### src/rtl/rtd_pkg.sv
package rtd_pkg;

  // Fixed by the protocol: sixteen round trips per neighbour.
  localparam int TRIALS_LOG2 = 4;
  localparam int MISS_LIMIT  = 4;

  typedef enum logic [2:0] {
    ST_IDLE,
    ST_SEND,
    ST_WAIT,
    ST_STORE,
    ST_LISTEN,
    ST_REPLY
  } rtdState_t;

  typedef struct packed {
    logic latchCfg;   // capture neighbour index
    logic clrStats;   // zero accumulator and counters
    logic clrTimer;   // timer reads zero next cycle
    logic capture;    // add timer into accumulator, count sample
    logic missInc;    // count a timed-out trial
    logic replyInc;   // count a responder answer
  } rtdStrobe_t;

endpackage

### src/rtl/rtd_datapath.sv
module rtd_datapath
  import rtd_pkg::*;
#(
  parameter int TIMER_W     = 16,
  parameter int NEIGH_W     = 3,
  parameter int TIMEOUT_CYC = 4096
) (
  input  logic               clk,
  input  logic               rstN,
  input  rtdStrobe_t         strb,
  input  logic [NEIGH_W-1:0] neighIdx,
  output logic [TIMER_W-1:0] timerVal,
  output logic               lastSample,
  output logic               lastMiss,
  output logic               timeoutHit,
  output logic [TIMER_W-1:0] avgOut,
  output logic [NEIGH_W-1:0] neighOut
);

  localparam int ACC_W  = TIMER_W + TRIALS_LOG2;
  localparam int MISS_W = $clog2(MISS_LIMIT + 1);

  logic [TIMER_W-1:0]     timerQ;
  logic [ACC_W-1:0]       accQ;
  logic [TRIALS_LOG2-1:0] cntQ;
  logic [MISS_W-1:0]      missQ;
  logic [NEIGH_W-1:0]     neighQ;

  // Free-running tick counter, saturating so it never wraps to a false zero.
  always_ff @(posedge clk) begin
    if (!rstN)              timerQ <= '0;
    else if (strb.clrTimer) timerQ <= '0;
    else if (timerQ != '1)  timerQ <= timerQ + 1'b1;
  end

  always_ff @(posedge clk) begin
    if (!rstN)              accQ <= '0;
    else if (strb.clrStats) accQ <= '0;
    else if (strb.capture)  accQ <= accQ + ACC_W'(timerQ);
  end

  always_ff @(posedge clk) begin
    if (!rstN)                             cntQ <= '0;
    else if (strb.clrStats)                cntQ <= '0;
    else if (strb.capture | strb.replyInc) cntQ <= cntQ + 1'b1;
  end

  always_ff @(posedge clk) begin
    if (!rstN)                            missQ <= '0;
    else if (strb.clrStats | strb.capture) missQ <= '0;
    else if (strb.missInc)                missQ <= missQ + 1'b1;
  end

  always_ff @(posedge clk) begin
    if (!rstN)              neighQ <= '0;
    else if (strb.latchCfg) neighQ <= neighIdx;
  end

  assign timerVal   = timerQ;
  assign lastSample = &cntQ;
  assign lastMiss   = (missQ == MISS_W'(MISS_LIMIT - 1));
  assign timeoutHit = (timerQ == TIMER_W'(TIMEOUT_CYC));
  assign avgOut     = accQ[ACC_W-1:TRIALS_LOG2];
  assign neighOut   = neighQ;

  // The miss count stays below the limit: the last miss ends the run instead.
  AST_MISS_BOUND: assert property (@(posedge clk) disable iff (!rstN)
    missQ < MISS_W'(MISS_LIMIT)) else $error("miss count overflow");

  // A capture never lands on a cleared timer, because the peak in the send cycle is ignored.
  AST_CAPTURE_NONZERO: assert property (@(posedge clk) disable iff (!rstN)
    strb.capture |-> timerQ != '0) else $error("zero-length sample");

endmodule

### src/rtl/rtd_ctrl.sv
module rtd_ctrl
  import rtd_pkg::*;
#(
  parameter int TIMER_W     = 16,
  parameter int TIMEOUT_CYC = 4096
) (
  input  logic               clk,
  input  logic               rstN,
  input  logic               startReq,
  input  logic               roleResp,
  input  logic               peakDet,
  input  logic [TIMER_W-1:0] timerVal,
  input  logic               lastSample,
  input  logic               lastMiss,
  input  logic               timeoutHit,
  output rtdStrobe_t         strb,
  output logic               txTrig,
  output logic               memWrEn,
  output logic               done,
  output logic               errFlag,
  output logic               busy
);

  rtdState_t stateQ, stateD;
  logic      errQ;
  logic      giveUp;

  always_comb begin
    stateD = stateQ;
    strb   = '0;
    giveUp = 1'b0;
    unique case (stateQ)
      ST_IDLE: if (startReq) begin
        strb.latchCfg = 1'b1;
        strb.clrStats = 1'b1;
        if (roleResp) stateD = ST_LISTEN;
        else begin
          strb.clrTimer = 1'b1;
          stateD        = ST_SEND;
        end
      end
      ST_SEND: stateD = ST_WAIT;
      ST_WAIT: begin
        if (peakDet) begin
          strb.capture = 1'b1;
          if (lastSample) stateD = ST_STORE;
          else begin
            strb.clrTimer = 1'b1;
            stateD        = ST_SEND;
          end
        end else if (timeoutHit) begin
          if (lastMiss) begin
            giveUp = 1'b1;
            stateD = ST_IDLE;
          end else begin
            strb.missInc  = 1'b1;
            strb.clrTimer = 1'b1;
            stateD        = ST_SEND;
          end
        end
      end
      ST_STORE: stateD = ST_IDLE;
      ST_LISTEN: if (peakDet) begin
        strb.clrTimer = 1'b1;
        stateD        = ST_REPLY;
      end
      ST_REPLY: begin
        strb.replyInc = 1'b1;
        stateD        = lastSample ? ST_IDLE : ST_LISTEN;
      end
      default: stateD = ST_IDLE;
    endcase
  end

  always_ff @(posedge clk) begin
    if (!rstN) stateQ <= ST_IDLE;
    else       stateQ <= stateD;
  end

  always_ff @(posedge clk) begin
    if (!rstN)                           errQ <= 1'b0;
    else if (stateQ == ST_IDLE && startReq) errQ <= 1'b0;
    else if (giveUp)                     errQ <= 1'b1;
  end

  assign txTrig  = (stateQ == ST_SEND) || (stateQ == ST_REPLY);
  assign memWrEn = (stateQ == ST_STORE);
  assign done    = (stateQ == ST_STORE) || (stateQ == ST_REPLY && lastSample);
  assign errFlag = errQ;
  assign busy    = (stateQ != ST_IDLE);

  AST_TX_ZERO_TIMER: assert property (@(posedge clk) disable iff (!rstN)
    (stateQ == ST_SEND) |-> timerVal == '0) else $error("timer not zero at send");

  AST_TX_PULSE: assert property (@(posedge clk) disable iff (!rstN)
    txTrig |=> !txTrig) else $error("transmit trigger longer than one cycle");

  AST_WAIT_BOUND: assert property (@(posedge clk) disable iff (!rstN)
    (stateQ == ST_WAIT) |-> timerVal <= TIMER_W'(TIMEOUT_CYC)) else $error("wait past timeout");

  AST_ERR_CAUSE: assert property (@(posedge clk) disable iff (!rstN)
    $rose(errFlag) |-> $past(stateQ == ST_WAIT && timeoutHit && !peakDet)) else $error("error without timeout");

  AST_WR_WITH_DONE: assert property (@(posedge clk) disable iff (!rstN)
    memWrEn |-> done) else $error("write without done");

  AST_DONE_SINGLE: assert property (@(posedge clk) disable iff (!rstN)
    done |=> !done) else $error("done longer than one cycle");

endmodule

### src/rtl/rt_delay_estimator.sv
module rt_delay_estimator
  import rtd_pkg::*;
#(
  parameter int TIMER_W     = 16,
  parameter int NEIGH_W     = 3,
  parameter int TIMEOUT_CYC = 4096
) (
  input  logic               clk,
  input  logic               rstN,
  input  logic               startReq,
  input  logic               roleResp,
  input  logic [NEIGH_W-1:0] neighIdx,
  input  logic               peakDet,
  output logic               txTrig,
  output logic               memWrEn,
  output logic [NEIGH_W-1:0] memWrAddr,
  output logic [TIMER_W-1:0] memWrData,
  output logic               done,
  output logic               errFlag
);

  rtdStrobe_t         strb;
  logic [TIMER_W-1:0] timerVal;
  logic               lastSample, lastMiss, timeoutHit, busy;

  rtd_ctrl #(
    .TIMER_W    (TIMER_W),
    .TIMEOUT_CYC(TIMEOUT_CYC)
  ) u_ctrl (
    .clk       (clk),
    .rstN      (rstN),
    .startReq  (startReq),
    .roleResp  (roleResp),
    .peakDet   (peakDet),
    .timerVal  (timerVal),
    .lastSample(lastSample),
    .lastMiss  (lastMiss),
    .timeoutHit(timeoutHit),
    .strb      (strb),
    .txTrig    (txTrig),
    .memWrEn   (memWrEn),
    .done      (done),
    .errFlag   (errFlag),
    .busy      (busy)
  );

  rtd_datapath #(
    .TIMER_W    (TIMER_W),
    .NEIGH_W    (NEIGH_W),
    .TIMEOUT_CYC(TIMEOUT_CYC)
  ) u_dp (
    .clk       (clk),
    .rstN      (rstN),
    .strb      (strb),
    .neighIdx  (neighIdx),
    .timerVal  (timerVal),
    .lastSample(lastSample),
    .lastMiss  (lastMiss),
    .timeoutHit(timeoutHit),
    .avgOut    (memWrData),
    .neighOut  (memWrAddr)
  );

  AST_CFG_HOLD: assert property (@(posedge clk) disable iff (!rstN)
    busy |=> $stable(memWrAddr)) else $error("neighbour changed mid-run");

endmodule

### config.mk
export PLATFORM = sky130hd
export DESIGN_NAME = rt_delay_estimator
export DESIGN_NICKNAME = d
export VERILOG_FILES = /design/src/rtl/rtd_pkg.sv /design/src/rtl/rtd_datapath.sv /design/src/rtl/rtd_ctrl.sv /design/src/rtl/rt_delay_estimator.sv
export SDC_FILE = /design/constraint.sdc
export NUM_CORES = 1
export LEC_CHECK = 0
export BUFFER_PORTS_ARGS = -buffer_cell sky130_fd_sc_hd__buf_2
export CAP_MARGIN = 20
export CORE_MARGIN = 3
export CORE_UTILIZATION = 35
export DETAILED_ROUTE_END_ITERATION = 10
export SLEW_MARGIN = 20
export SYNTH_ARGS = -nofsm -noshare
export SYNTH_HDL_FRONTEND = slang
export SYNTH_SLANG_ARGS = --single-unit
### constraint.sdc
create_clock -name clk -period 2.3 [get_ports clk]
set_clock_uncertainty 0.1 [all_clocks]
set_input_delay 0.46 -clock clk [delete_from_list [all_inputs] [get_ports clk]]
set_output_delay 0.46 -clock clk [all_outputs]
set_load 0.01 [all_outputs]
Yosys cells after proc, flatten, opt, wreduce, memory -nomap -nowiden
Cells that the tools add are included.

Add/subtract/negate cells: 4. Equal/unequal tests: 11. Mux-type cells: 25. Bitwise gates (word level): 3. Reduce and logical (&&, ||, !) cells: 11.

Operators by type and width (count): 3-bit 2-to-1 mux (7); 20-bit by 16-bit adder with 20-bit output (1); 16-bit by 1-bit adder with 16-bit output, second input constant (1); 16-bit by 13-bit equality test with 1-bit output, second input constant (1); 16-bit != test, second input constant (1); 3-bit case mux with 5 select lines (1); 1-bit 2-to-1 mux (13); 3-bit by 2-bit equality test with 1-bit output, second input constant (3); 2-bit OR reduction (4); 3-bit equality test, second input constant (2); 2-bit 2-to-1 mux (3); 4-bit by 1-bit adder with 4-bit output, second input constant (1); 2-bit != test, second input constant (2); 4-bit AND reduction (1); 3-bit by 1-bit adder with 3-bit output, second input constant (1); 3-bit by 1-bit equality test with 1-bit output, second input constant (1); 3-bit zero test (1); 3-bit != test, second input constant (1); 1-bit case mux with 3 select lines (1); 3-bit AND reduction (1); 1-bit logical AND (2); 1-bit logical OR (2); 1-bit bitwise OR (2); 1-bit inverter (1).

Flip-flop bits (word level): 50. Input bits: 8. Logic and storage cells: 61.

Logic depth before layout (Yosys ltp)
Gate-level depths: netlist (run 1).

Depth after elaboration: 7. Mapped depth: 9.

Cells and area by module
A second synthesis (run 1) with hierarchy kept.

Cells, all modules: 378. Area, all modules: 3200.6 sq um.

By module, submodules not included: rtd_datapath (times used 1, cells an instance 333, area an instance 2839.0 sq um, seq. area each 920.9 sq um); rtd_ctrl (times used 1, cells an instance 45, area an instance 361.6 sq um, seq. area each 80.1 sq um).

Least setup slack after synthesis (run 1)
No wires, ideal clock.

Kind: register -> register. From: reg u_dp.timerQ[11] (netlist: u_dp.timerVal[11]). To: reg u_dp.accQ[17]. Setup time: 0.132 ns. Arrival: 1.881 ns. Setup slack: 0.187 ns. Stages on the path, launching flop included: 9. Path buffers: 1. Period minus slack after synthesis: 2.113 ns. Cells stage by stage: dfxtp_1 ha_1 buf_2 nand2_1 o21a_1 o221a_2 and3_1 a221oi_1 nand3_1.

Word-level cells in the longest chain between the ends: 1.

Ends and longest elaborated chain: start, declared (line rtd_datapath.sv:23) `logic [TIMER_W-1:0] timerQ;`; start signal, assigned (line rtd_datapath.sv:33) `else if (timerQ != '1) timerQ <= timerQ + 1'b1;`; 20-bit by 16-bit adder with 20-bit output (line rtd_datapath.sv:39) `else if (strb.capture) accQ <= accQ + ACC_W'(timerQ);`; end signal, assigned (line rtd_datapath.sv:39); end, declared (line rtd_datapath.sv:24) `logic [ACC_W-1:0] accQ;`.

Every way passes these cells. A chain may end at the register's enable or synchronous reset.

Worst setup path in the final report (run 1)
From: reg u_dp.accQ[10]. To: reg u_dp.accQ[17].

Word-level cells in the longest chain between the ends: 1.

Ends and longest elaborated chain (line): 20-bit by 16-bit adder with 20-bit output (rtd_datapath.sv:39).

Every way passes these cells.

==> impl_metrics.csv, run 1 <==
group,metric,value,unit
drt,wl_per_cell,14.9,um
floorplanning,num_rows,34,
clocking,cts-root-buf,"clkbuf_8",
logic_synthesis,syn-num-nets,437,
final_layout,drive_above_1_share,0.185,
worst_setup_path,startpoint,"u_dp.accQ[10]",
final_layout,area_growth,13.9,%
drt,drt_first_pass_iters,5,
worst_setup_path,r2r_cells,7,
clocking,cts_setup_buffers,0,
worst_setup_path,critPathKind,"reg -> reg",
logic_synthesis,ys_seq_area_frac,0.306,
floorplanning,coreArea,8890,um2
clocking,cts_buffers,5,
place,placedCellCount,543,
logic_synthesis,synthDistinctLibCells,55,
sta,fmax,457,MHz
logic_synthesis,ys_ff_latch,50,
drt,routed_wl,8220,um
sta,rsz0062_at_grt,"no",
sta,setup_tns,0,ns
hold_path,hold_end,"u_dp.neighOut[1]",
power_and_ir_drop,ir_drop,220,uV
global_routing,antenna_found_initial,0,
drt,drt-initial-drc-count,118,
logic_synthesis,synth_edf_count,0,
worst_setup_path,cp.required,2.40,ns
global_routing,grt_overflow_total,0,
flow_run,drv_cap,0,
clocking,clk_pin_slew,0.10,ns
power_and_ir_drop,leakagePower,0.00144,uW
sta,worstMarginPinSlew,0.532,ns
place,port_buffers,30,
sta,slew_viol_final,0,
worst_setup_path,reg2reg_to,"u_dp.accQ[17]",
worst_setup_path,end_kind,"register",
power_and_ir_drop,power_density,470,nW/um2
worst_setup_path,crit_arrival,2.29,ns
logic_synthesis,synth.cell_area,3270,um2
drt,drc,0,
drt,postRouteAntennaNets,0,
sta,final-setup-viol-count,0,
final_layout,insertedDiodeCount,0,
hold_path,holdCritStartpoint,"neighIdx[1]",
sta,period_minus_slack,2.19,ns
sta,final-hold-violation-count,0,
worst_setup_path,start_kind,"register",
logic_synthesis,netlist_instances,407,
clocking,cts_sinks,50,
global_routing,grt_pass1_vias,2819,
run_status,status,"finished, final reports clean",
clocking,cts_tree,"done",
sta,timing.hold.ws,0.312,ns
floorplanning,fp.dieW,103,um
clocking,htreeDepth,2,
sta,slew_headroom,0.645,
floorplanning,start_util,0.368,
worst_setup_path,critPathMaxFanout,7,
drt,viasPerCell,5.49,
global_routing,grt_max_degree,17,
drt,dr_total_vias,3025,
worst_setup_path,r2r_start,"u_dp.accQ[10]",
floorplanning,io_pins,31,
sta,period_share,0.952,
place,place_congestion,0.874,
final_layout,final_cells,551,
hold_path,min_path_cells,3,
clocking,clockBufferDepth,2,
logic_synthesis,avgSynthCellArea,8.03,um2
floorplanning,die_y,103,um
logic_synthesis,ys_async_sr_fraction,0,
clocking,cts-resized-gates,1,
logic_synthesis,yosysWarnings,0,
final_layout,layout.nets,472,
clocking,cts_hold_buf,0,
hold_path,hp-class,"in -> reg",
global_routing,grt_pass1_wl,13700,um
floorplanning,die_area,10500,um2
logic_synthesis,ys.flop_type,"dfxtp_1",
worst_setup_path,reg2reg_slack,0.11,ns
clocking,insertion_delay,0.31,ns
place,dp_hpwl,6270,um
global_routing,gr-usage-all-layers,0.163,
==> sequential cells by signal (all words and copies together), names as in the netlist <==
register        cells
u_dp.missQ          3
u_ctrl.stateQ       3
u_ctrl.errFlag      1
u_dp.accQ          20
u_dp.cntQ           4
u_dp.timerVal      16
u_dp.neighOut       3
==> synth_stat cells (2+ instances only) <==
cell       n  area (um2)
nand2_1   47         176
xor2_1     6        52.6
a21oi_1   24         120
or3_1      3        18.8
a31oi_1    4        25.0
and3_1     6        37.5
nor3b_1    5        37.5
a211o_1    2        17.5
o21ai_1    2        10.0
nor3_1    11        55.1
buf_2      4        20.0
nand3b_1   2        15.0
nor4_1     4        25.0
or2_2      2        12.5
o21ai_0   19        95.1
dfxtp_1   50        1000
nand2b_1   2        12.5
buf_4     17         128
nor2b_1    8        50.1
nand3_1   19        95.1
a311oi_1   4        35.0
o31ai_1    4        30.0
clkbuf_1   7        26.3
nand4_1    9        56.3
o211ai_1   5        37.5
nor2_1    47         176
and4_1     4        35.0
inv_1     10        37.5
nor4b_1    2        17.5
xnor2_1   15         131
mux2i_1    8        80.1
or4_1      3        22.5
ha_1      21         263
o21a_1     5        37.5
a211oi_1   6        45.0
==> cells by family after synthesis <==
kind of cell	Yosys count	share of synthesized area
flip-flops	50	0.306
XOR/XNOR	21	0.0563
adder cells (fa/ha/maj)	22	0.0865
AND/OR/NAND/NOR	181	0.284
buffers and inverters	39	0.0681
multiplexers	8	0.0245
AO/OA/AOI/OAI	86	0.175
==> where the power goes <==
part	internal (uW)	leakage [uW]	total, uW	switching (uW)
Clock	326	0.0000524	638	312
Combinational	88.7	0.000983	207	118
Sequential	883	0.000404	906	22.2
Total	1300	0.00144	1750	452
==> layout by cell type (no fill, tap or decap), types with 5 or more instances in the layout <==
| master | count |
|---|---|
| buf_4 | 27 |
| a21oi_1 | 22 |
| nor3_1 | 11 |
| and3_1 | 6 |
| buf_2 | 30 |
| mux2i_1 | 8 |
| inv_1 | 10 |
| o211ai_1 | 5 |
| o21ai_0 | 19 |
| xor2_1 | 6 |
| a211oi_1 | 6 |
| nand3_1 | 19 |
| nand2_1 | 47 |
| nor2_1 | 46 |
| ha_1 | 20 |
| dfxtp_1 | 49 |
| clkbuf_8 | 5 |
| o21a_1 | 5 |
| xnor2_1 | 15 |
| nor2b_1 | 8 |
| nand4_1 | 9 |
==> area by class of cell <==
type | count | area (um2)
flip-flops and latches | 50 | 1000
multi-input cells | 318 | 2090
clock buffers | 7 | 76.3
inverters | 10 | 37.5
fillers | 901 | 5170
well taps | 108 | 135
repair buffers | 57 | 353
clock inverters | 1 | 30.0
==> layer usage <==
layer  GRT usage  part of all wire  wire [um]
met4      0.0575             0.022        181
met2       0.262              0.46       3820
met5           0                 0          0
met3      0.0264             0.036        294
met1       0.220              0.48       3930
==> worst max-delay path by stage <==
stage | endpoint | slack (ns) | depth (start not counted)
6_report | u_dp.accQ[17] | 0.11 | 7
5_1_grt | u_dp.accQ[17] | 0.01 | 7
4_1_cts | u_dp.accQ[19] | 0.04 | 8
3_5_place_dp | u_dp.accQ[12] | -0.01 | 8
3_3_place_gp | u_dp.accQ[12] | 0.02 | 8
2_1_floorplan | u_dp.accQ[17] | 0.19 | 8
==> metrics by stage <==
stage          cell area, um2   util  setup WS [ns]  total power, uW
3_3_place_gp             3570  0.402         0.0174             1130
2_1_floorplan            3270      -          0.187             1060
4_1_cts                  3680  0.414         0.0364             1770
5_1_grt                  3720  0.419         0.0140             1830
6_report                 3720  0.419          0.111             1750
3_5_place_dp             3570  0.402        -0.0107             1130
==> critical path, stage by stage, from the launching register on <==
cell,delay [ns]
dfxtp_1,0.34
ha_1,0.41
a21oi_1,0.14
o21a_1,0.22
o221a_2,0.30
and3_1,0.19
a221oi_1,0.29
nand3_1,0.09
Power figures use the tool's default switching activity.
==> inputs of run 2 (changes only) <==
clock period = 1.95 ns   (was 2.3 ns; I/O delays follow)
==> run 2 against run 1 <==
Net effect:
- the run now ends with negative setup slack left
- core utilization is 9.6 points higher
- largest cell class unchanged
- fmax grew 8.5%
- total power grew 15%
- critical endpoint is now u_dp.accQ[18]
- sequential share of layout area is 4.1 points lower
- register-to-register slack worse by 0.18 ns
- non-clock buffer count is 54 higher
- global-route usage is 2.2 points higher
- via count is 9.4% higher
- hold slack got worse by 0.067 ns
- flip-flop and latch count stayed put
==> impl_metrics.csv, run 2 (synthesis results as in run 1) <==
group,metric,value,unit
final_layout,largestRegisters,"u_dp.accQ (20), u_dp.timerVal (16), u_dp.cntQ (4)",
drt,postRouteAntennaNets,0,
drt,dr_total_vias,3309,
global_routing,grt_overflow_total,0,
drt,drc,0,
clocking,insertion_delay,0.30,ns
flow_run,drv_cap,0,
worst_setup_path,cp.required,2.06,ns
place,dp_slack,-0.227,ns
final_layout,regMostFlops,"u_dp.accQ",
final_layout,largest_reg_flops,20,
sta,final-setup-viol-count,11,
power_and_ir_drop,ir_drop,268,uV
clocking,cts_hold_buf,0,
global_routing,gr-usage-all-layers,0.185,
clocking,clockBufferDepth,2,
worst_setup_path,start_kind,"register",
worst_setup_path,critPathKind,"reg -> reg",
floorplanning,start_util,0.368,
final_layout,layout.nets,527,
global_routing,grt_pass1_vias,3188,
power_and_ir_drop,p_total,2010,uW
worst_setup_path,crit_chain,"ha_4 > fa_2 > a21oi_4 > nor3b_4 > o211ai_1 > a31oi_1 > xnor2_1 > nor2_1",
clocking,cts_sinks,50,
final_layout,area_growth,39.9,%
run_status,violations,"negative setup slack",
worst_setup_path,end_kind,"register",
hold_path,hp-class,"in -> reg",
floorplanning,coreArea,8890,um2
sta,slew_viol_final,0,
sta,rsz0062_at_grt,"yes",
final_layout,final_common_cell,"buf_4",
sta,period_minus_slack,2.02,ns
clocking,cts-root-buf,"clkbuf_8",
floorplanning,num_rows,34,
clocking,clk_pin_slew,0.10,ns
drt,drt-initial-drc-count,199,
clocking,cts_buffers,5,
worst_setup_path,crit_path_top_delay_cell,"dfxtp_4",
final_layout,fill_cells,837,
floorplanning,die_y,103,um
power_and_ir_drop,leakagePower,0.00183,uW
sta,setup_ws,-0.0685,ns
floorplanning,fp.dieW,103,um
place,placedCellCount,588,
floorplanning,die_area,10500,um2
final_layout,drive_above_1_share,0.408,
floorplanning,io_pins,31,
worst_setup_path,crit_arrival,2.13,ns
power_and_ir_drop,power_density,440,nW/um2
final_layout,final_cells,606,
run_status,status,"complete, but fails checks",
final_layout,insertedDiodeCount,0,
sta,final-hold-violation-count,0,
sta,fmax,495,MHz
worst_setup_path,critPathMaxFanout,3,
worst_setup_path,critPathMaxStageDelay,0.38,ns
place,port_buffers,30,
place,dp_hpwl,6670,um
global_routing,grt_pass1_wl,15500,um
final_layout,multiInputGateArea,2490,um2
clocking,cts_tree,"done",
clocking,htreeDepth,2,
final_layout,register_area,1040,um2
drt,drt_first_pass_iters,4,
drt,viasPerCell,5.46,
place,place_congestion,0.885,
sta,worstMarginPinSlew,0.473,ns
drt,routed_wl,9750,um
sta,period_share,1.04,
final_layout,layout_common_cells,"76 x buf_4, 45 x nor2_1, 44 x nand2_1",
drt,wl_per_cell,16.1,um
global_routing,grt_max_degree,16,
global_routing,antenna_found_initial,0,
sta,slew_headroom,0.685,
## run 2: cell types whose count changed in the layout (fill, tap and decap cells not counted), moves of 7 or more
cell | before | now
buf_4 | 27 | 76
dfxtp_1 | 49 | 28
dfxtp_2 | 1 | 17
ha_1 | 20 | 6
ha_4 | 1 | 13
o21ai_0 | 19 | 10
o21ai_1 | 1 | 8
## run 2: stage by stage
step / utilization / setup TNS [ns] / hold slack, ns / area [um2]
detailed placement: 0.445 / -1.89 / 0.357 / 3960
global placement: 0.445 / -1.39 / 0.352 / 3960
floorplan: - / 0 / 0.340 / 3310
CTS: 0.482 / -0.114 / 0.238 / 4290
global route: 0.514 / -2.96 / 0.252 / 4570
finish: 0.514 / -0.283 / 0.246 / 4570
## run 2: what timing repair did
item | CTS | global route
resized for setup | 43 | 60
pin swaps | 13 | 31
setup buffers | 3 | 6
endpoints found under the setup margin | 34 | 37
gates cloned | 1 | 0
## run 2: where the power goes
part	internal [uW]	switching (uW)	leakage (uW)	total [uW]
Combinational	150	172	0.00137	323
Clock	254	366	0.0000452	620
Sequential	1040	27.4	0.000416	1070
## run 2: cell type report
cell class / count / share of cell area
clock buffers: 6 / 0.0159
clock inverters: 2 / 0.00301
inverters: 10 / 0.00875
multi-input cells: 319 / 0.543
flip-flops and latches: 50 / 0.228
well taps: 108 / 0.0295
repair buffers: 111 / 0.172
## run 2: per-layer routing
metal | GRT usage | share of wire | up-vias
li1 | - | - | 1639
met3 | 0.0244 | 0.026 | 14
met1 | 0.249 | 0.47 | 1588
met4 | 0.0565 | 0.016 | 0
met5 | 0 | 0 | -
met2 | 0.308 | 0.49 | 68
## run 2: critical path: cells and delay by family (launching register included)
kind / cells / cell delay (ns)
xor+xnor: 1 / 0.17
flops: 1 / 0.38
compound gates: 3 / 0.60
fa+ha+maj: 2 / 0.55
simple gates: 2 / 0.13
## run 2: final timing paths
check	from	to	slack, ns	cells after the start
worst max-delay path	u_dp.timerVal[0]	u_dp.accQ[18]	-0.07	8
worst min-delay path	neighIdx[0]	u_dp.neighOut[0]	0.25	3
worst max register to register	u_dp.timerVal[0]	u_dp.accQ[18]	-0.07	8
worst min register to register	u_ctrl.stateQ[1]	u_ctrl.stateQ[2]	0.37	1
==> inputs of run 3 (changes only) <==
CELL_PAD_IN_SITES_DETAIL_PLACEMENT = 1   (was default)
CELL_PAD_IN_SITES_GLOBAL_PLACEMENT = 2   (was default)
CORE_UTILIZATION = 32   (was 35)
PLACE_DENSITY_LB_ADDON = 0.1   (was default)
SETUP_SLACK_MARGIN = 0.15   (was default)
==> run 3 against run 2 <==
Net effect:
- the run still ends with negative setup slack left
- design area grew 7.7%
- global-route usage up 0.31 points
- sequential power about the same
- flip-flop and latch count is the same
- core utilization down 1.5 points
- combinational power up 17%
- sequential share of layout area down 1.5 points
- register-to-register slack lost 0.02 ns
- critical path depth decreased by 1
- worst setup slack worse by 0.016 ns
- wire length increased by 9.5%
- total power is 5.1% higher
- largest power group unchanged
- highest routed layer unchanged
==> impl_metrics.csv, run 3 (synthesis results as in run 1) <==
group,metric,value,unit
place,dp_slack,-0.226,ns
sta,period_minus_slack,2.03,ns
hold_path,hp-class,"in -> reg",
global_routing,grt_max_degree,15,
drt,wl_per_cell,16.3,um
floorplanning,start_util,0.331,
power_and_ir_drop,switching_share,0.280,
sta,final-hold-violation-count,0,
worst_setup_path,critPathKind,"reg -> reg",
global_routing,antenna_found_initial,0,
floorplanning,num_rows,36,
worst_setup_path,crit_chain,"buf_4 > nor4b_4 > nand4_1 > or3_4 > o2111ai_4 > buf_6 > a311oi_2",
power_and_ir_drop,seq_power_share,0.507,
power_and_ir_drop,p_total,2110,uW
run_status,violations,"negative setup slack",
floorplanning,fp.dieW,107,um
place,place_congestion,0.770,
sta,period_share,1.04,
worst_setup_path,cp_top_family,"simple AND/OR/NAND/NOR gates",
final_layout,largestRegisters,"u_dp.accQ (20), u_dp.timerVal (16), u_dp.cntQ (4)",
flow_run,drv_cap,0,
power_and_ir_drop,leakagePower,0.00195,uW
clocking,cts-root-buf,"clkbuf_8",
floorplanning,die_y,107,um
drt,dr_total_vias,3373,
sta,slew_headroom,0.702,
sta,setup_ws,-0.0848,ns
clocking,clockBufferDepth,2,
power_and_ir_drop,ir_drop,304,uV
global_routing,grt_pass1_wl,17500,um
drt,drt-initial-drc-count,93,
clocking,cts_tree,"done",
clocking,clk_pin_slew,0.10,ns
power_and_ir_drop,p_switching,592,uW
worst_setup_path,crit_arrival,2.11,ns
final_layout,final_cells,654,
drt,postRouteAntennaNets,0,
worst_setup_path,path_buf_inv,2,
drt,drt_first_pass_iters,4,
final_layout,layout_common_cells,"92 x buf_4, 45 x nand2_1, 42 x nor2_1",
sta,fmax,491,MHz
final_layout,regMostFlops,"u_dp.accQ",
drt,routed_wl,10700,um
worst_setup_path,crit_path_top_delay_cell,"or3_4",
clocking,htreeDepth,2,
sta,rsz0062_at_grt,"yes",
worst_setup_path,cp.required,2.03,ns
worst_setup_path,end_kind,"register",
clocking,cts_buffers,5,
drt,drc,0,
final_layout,final_common_cell,"buf_4",
floorplanning,io_pins,31,
place,dp_hpwl,7870,um
power_and_ir_drop,p_comb_frac,0.179,
global_routing,grt_pass1_vias,3559,
sta,final-setup-viol-count,20,
clocking,cts_hold_buf,0,
final_layout,final_util,0.499,
final_layout,layout.nets,550,
power_and_ir_drop,power_density,429,nW/um2
worst_setup_path,start_kind,"register",
final_layout,insertedDiodeCount,0,
final_layout,largest_reg_flops,20,
clocking,cts_sinks,50,
clocking,insertion_delay,0.31,ns
worst_setup_path,reg2reg_slack,-0.08,ns
drt,viasPerCell,5.16,
place,port_buffers,30,
final_layout,drive_above_1_share,0.463,
final_layout,area_growth,50.7,%
place,placedCellCount,621,
floorplanning,die_area,11500,um2
run_status,status,"complete, but fails checks",
global_routing,grt_overflow_total,0,
worst_setup_path,critPathMaxStageDelay,0.43,ns
global_routing,gr-usage-all-layers,0.188,
power_and_ir_drop,clkPwrFrac,0.315,
sta,slew_viol_final,0,
sta,worstMarginPinSlew,0.447,ns
power_and_ir_drop,p_int,1520,uW
worst_setup_path,critPathMaxFanout,7,
floorplanning,coreArea,9860,um2
## run 3: through the flow
step	hold WS (ns)	instance area, um2	setup TNS, ns
floorplan	0.350	3520	0
global placement	0.364	4240	-2.47
detailed placement	0.386	4240	-2.84
CTS	0.234	4720	-0.638
global route	0.254	4930	-3.23
finish	0.233	4930	-0.658
## run 3: tightest hold or removal path, cell delays in order
cell and delay (ns):
buf_2 0.07, mux2i_1 0.05, nor2b_1 0.10
## run 3: layout make-up
class                           count  area (um2)
Inverter                           10        40.0
Fill cell                        1161        4940
Tap cell                          133         166
Clock inverter                      1        5.00
Clock buffer                        7        86.3
Multi-Input combinational cell    318        2580
Timing Repair Buffer              135        1000
Sequential cell                    50        1040
## run 3: power by group through the flow
stage | clock [uW] | combinational (uW) | sequential (uW)
floorplan | 0 | 174 | 1090
global placement | 0 | 287 | 1090
detailed placement | 0 | 295 | 1090
CTS | 688 | 351 | 1070
global route | 728 | 416 | 1080
finish | 665 | 377 | 1070
## run 3: repair_timing
action,4_1_cts,5_1_grt
setup buffers,21,4
pin swaps,35,23
resized for setup,54,41
endpoints found under the setup margin,38,41
## run 3: path summary, 6_finish.rpt
check | end | from | cells after the start
min reg2reg | u_dp.accQ[0] | u_dp.accQ[0] | 2
max reg2reg | u_dp.timerVal[9] | u_dp.timerVal[5] | 7
max | u_dp.timerVal[9] | u_dp.timerVal[5] | 7
min | u_dp.neighOut[0] | neighIdx[0] | 3
## run 3: layer usage
metal | wire (um) | up-vias | GRT usage
met5 | 0 | - | 0
met4 | 114 | 0 | 0.0420
met3 | 211 | 10 | 0.0253
met2 | 5420 | 29 | 0.335
met1 | 4930 | 1655 | 0.240
li1 | - | 1679 | -
